==> src/rtl/itmr_pkg.sv <==
package itmr_pkg;

    typedef enum logic [2:0] {
        RA_CTRL = 3'd0,
        RA_IEN  = 3'd1,
        RA_STAT = 3'd2,
        RA_EVG  = 3'd3,
        RA_CNT  = 3'd4,
        RA_PSC  = 3'd5,
        RA_ARR  = 3'd6,
        RA_RSVD = 3'd7
    } reg_addr_e;

    // control bit positions
    localparam int unsigned CB_EN   = 0;
    localparam int unsigned CB_UDIS = 1;
    localparam int unsigned CB_URS  = 2;
    localparam int unsigned CB_DIR  = 4;
    localparam int unsigned CB_ARPE = 7;

    typedef struct packed {
        logic arpe;
        logic dir;
        logic urs;
        logic udis;
        logic en;
    } ctrl_t;

endpackage

==> src/rtl/itmr_prescaler.sv <==
module itmr_prescaler #(
    parameter int unsigned W = 16
) (
    input  logic         clk_i,
    input  logic         rst_ni,
    input  logic         run_i,
    input  logic         clr_i,
    input  logic [W-1:0] limit_i,
    output logic         tick_o
);

    typedef struct packed {
        logic [W-1:0] pc;
    } ps_state_t;

    ps_state_t st_d, st_q;

    always_comb begin
        st_d   = st_q;
        tick_o = run_i && (st_q.pc == limit_i);
        if (run_i) begin
            st_d.pc = tick_o ? '0 : st_q.pc + W'(1);
        end
        if (clr_i) begin
            st_d.pc = '0;
        end
    end

    always_ff @(posedge clk_i or negedge rst_ni) begin
        if (!rst_ni) st_q <= '0;
        else         st_q <= st_d;
    end

    AST_PSC_FROZEN: assert property (@(posedge clk_i) disable iff (!rst_ni)
        (!run_i && !clr_i) |=> $stable(st_q.pc));

endmodule

==> src/rtl/itmr_counter.sv <==
module itmr_counter #(
    parameter int unsigned W = 16
) (
    input  logic         clk_i,
    input  logic         rst_ni,
    input  logic         tick_i,
    input  logic         down_i,
    input  logic [W-1:0] top_i,
    input  logic [W-1:0] reload_i,
    input  logic         ug_i,
    input  logic         ld_i,
    input  logic [W-1:0] ld_val_i,
    output logic [W-1:0] cnt_o,
    output logic         wrap_o
);

    typedef struct packed {
        logic [W-1:0] cnt;
    } cn_state_t;

    cn_state_t st_d, st_q;

    always_comb begin
        st_d   = st_q;
        wrap_o = tick_i && (down_i ? (st_q.cnt == '0) : (st_q.cnt == top_i));
        if (tick_i) begin
            if (wrap_o)      st_d.cnt = down_i ? reload_i : '0;
            else if (down_i) st_d.cnt = st_q.cnt - W'(1);
            else             st_d.cnt = st_q.cnt + W'(1);
        end
        if (ug_i) begin
            st_d.cnt = down_i ? reload_i : '0;
        end
        if (ld_i) begin
            st_d.cnt = ld_val_i;
        end
    end

    always_ff @(posedge clk_i or negedge rst_ni) begin
        if (!rst_ni) st_q <= '0;
        else         st_q <= st_d;
    end

    assign cnt_o = st_q.cnt;

    AST_UP_STEP: assert property (@(posedge clk_i) disable iff (!rst_ni)
        (tick_i && !down_i && !wrap_o && !ld_i && !ug_i) |=> (st_q.cnt == $past(st_q.cnt) + W'(1)));
    AST_UP_WRAP: assert property (@(posedge clk_i) disable iff (!rst_ni)
        (wrap_o && !down_i && !ld_i && !ug_i) |=> (st_q.cnt == '0));
    AST_DOWN_RELOAD: assert property (@(posedge clk_i) disable iff (!rst_ni)
        (wrap_o && down_i && !ld_i && !ug_i) |=> (st_q.cnt == $past(reload_i)));

endmodule

==> src/rtl/interval_timer.sv <==
module interval_timer
    import itmr_pkg::*;
#(
    parameter int unsigned W  = 16,
    parameter int unsigned AW = 3
) (
    input  logic          clk_i,
    input  logic          rst_ni,
    input  logic          bus_we_i,
    input  logic          bus_re_i,
    input  logic [AW-1:0] bus_addr_i,
    input  logic [W-1:0]  bus_wdata_i,
    output logic [W-1:0]  bus_rdata_o,
    output logic          upd_pulse_o,
    output logic          irq_o
);

    typedef struct packed {
        ctrl_t        ctl;
        logic         ie;
        logic         flag;
        logic [W-1:0] arr_buf;
        logic [W-1:0] arr_act;
        logic [W-1:0] psc_buf;
        logic [W-1:0] psc_act;
        logic         pulse;
    } tm_state_t;

    tm_state_t st_d, st_q;

    logic         wr_ctl, wr_ien, wr_stat, wr_cnt, wr_psc, wr_arr;
    logic         ug_req, ug, ev, tick, wrap;
    logic [W-1:0] arr_load, cnt;

    assign wr_ctl  = bus_we_i && (bus_addr_i == RA_CTRL);
    assign wr_ien  = bus_we_i && (bus_addr_i == RA_IEN);
    assign wr_stat = bus_we_i && (bus_addr_i == RA_STAT);
    assign wr_cnt  = bus_we_i && (bus_addr_i == RA_CNT);
    assign wr_psc  = bus_we_i && (bus_addr_i == RA_PSC);
    assign wr_arr  = bus_we_i && (bus_addr_i == RA_ARR);
    assign ug_req  = bus_we_i && (bus_addr_i == RA_EVG) && bus_wdata_i[0];

    assign ug       = ug_req && !st_q.ctl.udis;
    assign ev       = !st_q.ctl.udis && (wrap || ug_req);
    // without an update event the shadow is not refreshed, so reload from the active value
    assign arr_load = st_q.ctl.udis ? st_q.arr_act : st_q.arr_buf;

    itmr_prescaler #(.W(W)) u_psc (
        .clk_i   (clk_i),
        .rst_ni  (rst_ni),
        .run_i   (st_q.ctl.en),
        .clr_i   (ug),
        .limit_i (st_q.psc_act),
        .tick_o  (tick)
    );

    itmr_counter #(.W(W)) u_cnt (
        .clk_i    (clk_i),
        .rst_ni   (rst_ni),
        .tick_i   (tick),
        .down_i   (st_q.ctl.dir),
        .top_i    (st_q.arr_act),
        .reload_i (arr_load),
        .ug_i     (ug),
        .ld_i     (wr_cnt),
        .ld_val_i (bus_wdata_i),
        .cnt_o    (cnt),
        .wrap_o   (wrap)
    );

    always_comb begin
        st_d       = st_q;
        st_d.pulse = ev;

        if (ev) begin
            st_d.arr_act = st_q.arr_buf;
            st_d.psc_act = st_q.psc_buf;
        end

        if (ev && (!st_q.ctl.urs || wrap)) st_d.flag = 1'b1;
        else if (wr_stat && !bus_wdata_i[0]) st_d.flag = 1'b0;

        if (wr_ctl) begin
            st_d.ctl.en   = bus_wdata_i[CB_EN];
            st_d.ctl.udis = bus_wdata_i[CB_UDIS];
            st_d.ctl.urs  = bus_wdata_i[CB_URS];
            st_d.ctl.dir  = bus_wdata_i[CB_DIR];
            st_d.ctl.arpe = bus_wdata_i[CB_ARPE];
        end
        if (wr_ien) st_d.ie      = bus_wdata_i[0];
        if (wr_psc) st_d.psc_buf = bus_wdata_i;
        if (wr_arr) begin
            st_d.arr_buf = bus_wdata_i;
            if (!st_q.ctl.arpe) st_d.arr_act = bus_wdata_i;
        end
    end

    always_ff @(posedge clk_i or negedge rst_ni) begin
        if (!rst_ni) begin
            st_q         <= '0;
            st_q.arr_buf <= '1;
            st_q.arr_act <= '1;
        end else begin
            st_q <= st_d;
        end
    end

    always_comb begin
        bus_rdata_o = '0;
        if (bus_re_i) begin
            unique case (bus_addr_i)
                RA_CTRL: begin
                    bus_rdata_o[CB_EN]   = st_q.ctl.en;
                    bus_rdata_o[CB_UDIS] = st_q.ctl.udis;
                    bus_rdata_o[CB_URS]  = st_q.ctl.urs;
                    bus_rdata_o[CB_DIR]  = st_q.ctl.dir;
                    bus_rdata_o[CB_ARPE] = st_q.ctl.arpe;
                end
                RA_IEN:  bus_rdata_o[0] = st_q.ie;
                RA_STAT: bus_rdata_o[0] = st_q.flag;
                RA_CNT:  bus_rdata_o    = cnt;
                RA_PSC:  bus_rdata_o    = st_q.psc_buf;
                RA_ARR:  bus_rdata_o    = st_q.arr_buf;
                default: bus_rdata_o    = '0;
            endcase
        end
    end

    assign upd_pulse_o = st_q.pulse;
    assign irq_o       = st_q.flag && st_q.ie;

    AST_FLAG_SOURCE: assert property (@(posedge clk_i) disable iff (!rst_ni)
        $rose(st_q.flag) |-> $past(ev));
    AST_SET_BEATS_CLEAR: assert property (@(posedge clk_i) disable iff (!rst_ni)
        (upd_pulse_o && !$past(st_q.ctl.urs)) |-> st_q.flag);
    AST_IRQ_NEEDS_FLAG: assert property (@(posedge clk_i) disable iff (!rst_ni)
        irq_o |-> st_q.flag);
    AST_SHADOW_HOLD: assert property (@(posedge clk_i) disable iff (!rst_ni)
        (st_q.ctl.arpe && !ev) |=> $stable(st_q.arr_act));
    AST_UDIS_QUIET: assert property (@(posedge clk_i) disable iff (!rst_ni)
        $past(st_q.ctl.udis) |-> !upd_pulse_o);

endmodule

==> config.mk <==
export PLATFORM = sky130hd
export DESIGN_NAME = interval_timer
export DESIGN_NICKNAME = d
export VERILOG_FILES = /design/src/rtl/itmr_pkg.sv /design/src/rtl/itmr_prescaler.sv /design/src/rtl/itmr_counter.sv /design/src/rtl/interval_timer.sv
export SDC_FILE = /design/constraint.sdc
export NUM_CORES = 1
export LEC_CHECK = 0
export CORE_MARGIN = 4
export CORE_UTILIZATION = 54
export CTS_BUF_LIST = sky130_fd_sc_hd__clkbuf_8 sky130_fd_sc_hd__clkbuf_16
export DETAILED_ROUTE_END_ITERATION = 7
export HOLD_SLACK_MARGIN = 0.06
export PLACE_DENSITY = 0.77
export SLEW_MARGIN = 40
export SYNTH_ARGS = -nofsm -noshare
export SYNTH_HDL_FRONTEND = slang
export SYNTH_SLANG_ARGS = --single-unit
==> constraint.sdc <==
create_clock -name clk_i -period 2.7 [get_ports clk_i]
set_input_delay 0.405 -clock clk_i [delete_from_list [all_inputs] [get_ports clk_i]]
set_output_delay 0.405 -clock clk_i [all_outputs]
set_load 0.005 [all_outputs]
==> impl_results.md <==
- R2R cell count: 11
- Least-Margin Pin Slew: 0.751 ns
- Crit path cell chain: buf_6 -> ha_4 -> a21oi_1 -> o211ai_1 -> a2111oi_2 -> buf_4 -> nor3b_4 -> o22ai_2 -> xor2_1 -> o311a_1 -> a211oi_2
- Total routed wirelength: 17.6 mm
- Tot Pwr: 0.00726 W
- Top delay family on crit path: compound AO/OA/AOI/OAI gates
- Leak Pwr: 3.36 nW
- DRT Pass-1 Iters: 5
- Number of buffers created by CTS: 9
- Deepest clock path buffer count: 2
- Hold slack: 0.109 ns
- Clk Latency, worst-skew pair: 0.35 ns
- Most used DFF post-synth: dfrtp_1
- Die Wd: 117 um
- Vias in the first global route: 5406
- WP data required: 2.97 ns
- Syn_nets: 687
- Die ar.: 13600 sq um
- Crit path max-delay cell type: dfrtp_2
- First DRT Iteration DRCs: 485
- Post-synth ARST share: 1.00
- Sequential area share after synthesis: 0.414
- Antenna violations before repair: 0
- Minimum clock period: 2.67 ns
- PortBufs: 40
- Number of synthesized flops with an enable pin: 0
- Finish-stage setup viols: 0
- Cell Area, Synth: 6380 sq um
- RSZ-0062 raised after global routing: yes
- Share of layout cells above drive strength 1: 0.296
- Status: completed
- First-pass GRT wire length: 28.0 mm
- Root Driver: clkbuf_16
- CTS Hold Bufs: 0
- Max-slew violations: 0
- Row Count: 39
- Detailed placement HPWL: 13.0 mm
- Reg2reg end: u_cnt.cnt_o[15]$_DFFE_PN0P_
- Clock skew: 0.00448 ns
- Initial core utilization: 0.556
- Routed length per placed instance: 19.9 um
- GRT Total Usage: 0.265
- Worst path arrival time: 2.94 ns
- Vias/cell: 6.13
- Kind of critical path: reg -> reg
- Largest net degree at the start of global routing: 58
- Ant diodes: 0
- GRT overflow: 0
- Peak supply drop: 676 uV
- Syn avg cell area: 9.84 sq um
- Max Cap Viol: 0
- Final nets: 778
- Period utilization: 0.987
- Achievable frequency: 375 MHz
- Ports: 41
- Post-synthesis cell type count: 56
- Syn Inst Count: 648
- Core box area: 11500 sq um
- Seq cells post-synth: 104
- Worst slew margin: 0.499
- P&R area growth vs syn: 23.0%
- Final ANT Viol Nets: 0
- Final hold vios: 0
- Max incr delay on CP: 0.46 ns
- Die H: 117 um
- CTS tree: yes
- RD Place Congestion: 0.903
- Clock slew at reported path FFs: 0.07 ns
- Final core occ: 0.684
- # DRC: 0
- Via count: 5439
- H-tree depth: 3
- Worst setup EP type: flip-flop
- Worst hold path class: in -> async
- P per Cell Area: 926 nW/um^2
- Worst-path fanout max: 6
- FF-to-FF setup slack: 0.03 ns
- CP bufs+invs: 2
- CP Launch Type: flip-flop
- Reg-to-reg startpoint: st_q[70]$_DFFE_PN0P_
- # clock sinks: 104
- Yosys warns: 0
-- synth_stat cells, types with 2 or more instances --
| master | number | area (sq um) |
|---|---|---|
| buf_1 | 3 | 11.3 |
| a22o_1 | 2 | 17.5 |
| o211ai_1 | 5 | 37.5 |
| xor2_1 | 31 | 272 |
| a21oi_1 | 42 | 210 |
| buf_2 | 6 | 30.0 |
| dfstp_2 | 32 | 841 |
| nor2_1 | 85 | 319 |
| and3_1 | 3 | 18.8 |
| nor4_1 | 11 | 68.8 |
| xnor2_1 | 22 | 193 |
| clkbuf_1 | 25 | 93.8 |
| nand3_1 | 16 | 80.1 |
| or3_1 | 5 | 31.3 |
| and2_1 | 8 | 50.1 |
| nand4_1 | 9 | 56.3 |
| nor3_1 | 6 | 30.0 |
| a21o_1 | 3 | 22.5 |
| dfrtp_1 | 72 | 1800 |
| a311oi_1 | 8 | 70.1 |
| a31oi_1 | 12 | 75.1 |
| or4_1 | 2 | 15.0 |
| o31ai_1 | 11 | 82.6 |
| nor2b_1 | 5 | 31.3 |
| o22ai_1 | 2 | 12.5 |
| mux2_2 | 69 | 777 |
| o21ai_0 | 28 | 140 |
| ha_1 | 15 | 188 |
| nand2_1 | 37 | 139 |
| a211oi_1 | 4 | 30.0 |
| inv_1 | 6 | 22.5 |
| o21a_1 | 4 | 30.0 |
| nand2b_1 | 3 | 18.8 |
| buf_6 | 2 | 22.5 |
| nor3b_1 | 2 | 15.0 |
| mux2i_1 | 32 | 320 |
-- layout make-up --
type | instances | area (sq um)
fillers | 892 | 3620
clock buffers | 11 | 253
well taps | 143 | 179
flip-flops and latches | 104 | 2640
clock inverters | 5 | 31.3
multi-input cells | 501 | 3680
repair buffers | 117 | 1030
inverters | 6 | 22.5
-- where the power goes --
part	leakage (nW)	switching (W)	internal, W
Sequential	1.25	0.000470	0.00202
Combinational	1.96	0.00179	0.00172
Clock	0.147	0.000577	0.000675
-- sequential cells by signal, summed over array words and instances (netlist names) --
name,count
st_q,71
u_cnt.cnt_o,16
u_psc.st_q,16
upd_pulse_o,1
-- metrics by stage --
step | instance area [sq um] | setup slack, ns | std cells | setup TNS (ns)
CTS | 7670 | -0.00581 | 882 | -0.00581
global route | 7840 | -0.0994 | 887 | -0.119
detailed placement | 7370 | -0.172 | 866 | -0.217
finish | 7840 | 0.0346 | 887 | 0
global placement | 7370 | -0.114 | 866 | -0.114
floorplan | 6380 | 0.00376 | 648 | 0
-- logic make-up (layout without fill, tap and decap cells) --
family | after synthesis | after routing | share of synthesized area
AND/OR/NAND/NOR | 198 | 198 | 0.145
AO/OA/AOI/OAI | 131 | 131 | 0.129
flip-flops | 104 | 104 | 0.414
multiplexers | 103 | 103 | 0.177
XOR/XNOR | 53 | 53 | 0.0728
buffers and inverters | 43 | 139 | 0.0294
adder cells (fa/ha/maj) | 16 | 16 | 0.0326
-- worst max-delay path by stage --
stage	startpoint	end	slack, ns	cells after the start
after CTS	st_q[70]$_DFFE_PN0P_	u_cnt.cnt_o[15]$_DFFE_PN0P_	-0.006	11
after floorplan	st_q[70]$_DFFE_PN0P_	u_cnt.cnt_o[15]$_DFFE_PN0P_	0.004	9
after global routing	st_q[70]$_DFFE_PN0P_	u_cnt.cnt_o[15]$_DFFE_PN0P_	-0.1	11
after global placement	st_q[70]$_DFFE_PN0P_	u_cnt.cnt_o[15]$_DFFE_PN0P_	-0.11	11
after detailed placement	st_q[70]$_DFFE_PN0P_	u_cnt.cnt_o[15]$_DFFE_PN0P_	-0.17	10
final	st_q[70]$_DFFE_PN0P_	u_cnt.cnt_o[15]$_DFFE_PN0P_	0.03	11
-- timing repair --
| action | in CTS | in global routing |
|---|---|---|
| gates resized for setup | 4 | 28 |
| pin swaps | 0 | 11 |
| gates cloned | 0 | 0 |
| hold endpoints to repair | 0 | 0 |
| setup buffers | 0 | 5 |
| setup endpoints to repair | 4 | 36 |
-- routing by layer --
layer  routed length, um  up-vias  global-route usage
met2                8910      168               0.462
met4                 365        0              0.0665
met3                 801       38              0.0482
met5                   0        -                   0
li1                    -     2513                   -
met1                7540     2720               0.342
-- cells in the final DEF (no fill, tap or decap), types with 22 or more instances in the layout --
cell type | synthesis | layout
nor2_1 | 85 | 84
buf_4 | 1 | 71
dfrtp_1 | 72 | 71
mux2_2 | 69 | 69
a21oi_1 | 42 | 39
nand2_1 | 37 | 37
clkdlybuf4s50_1 | 0 | 37
mux2i_1 | 32 | 32
dfstp_2 | 32 | 32
xor2_1 | 31 | 31
o21ai_0 | 28 | 25
xnor2_1 | 22 | 22
Note: power is estimated with default switching activity, not from simulation.
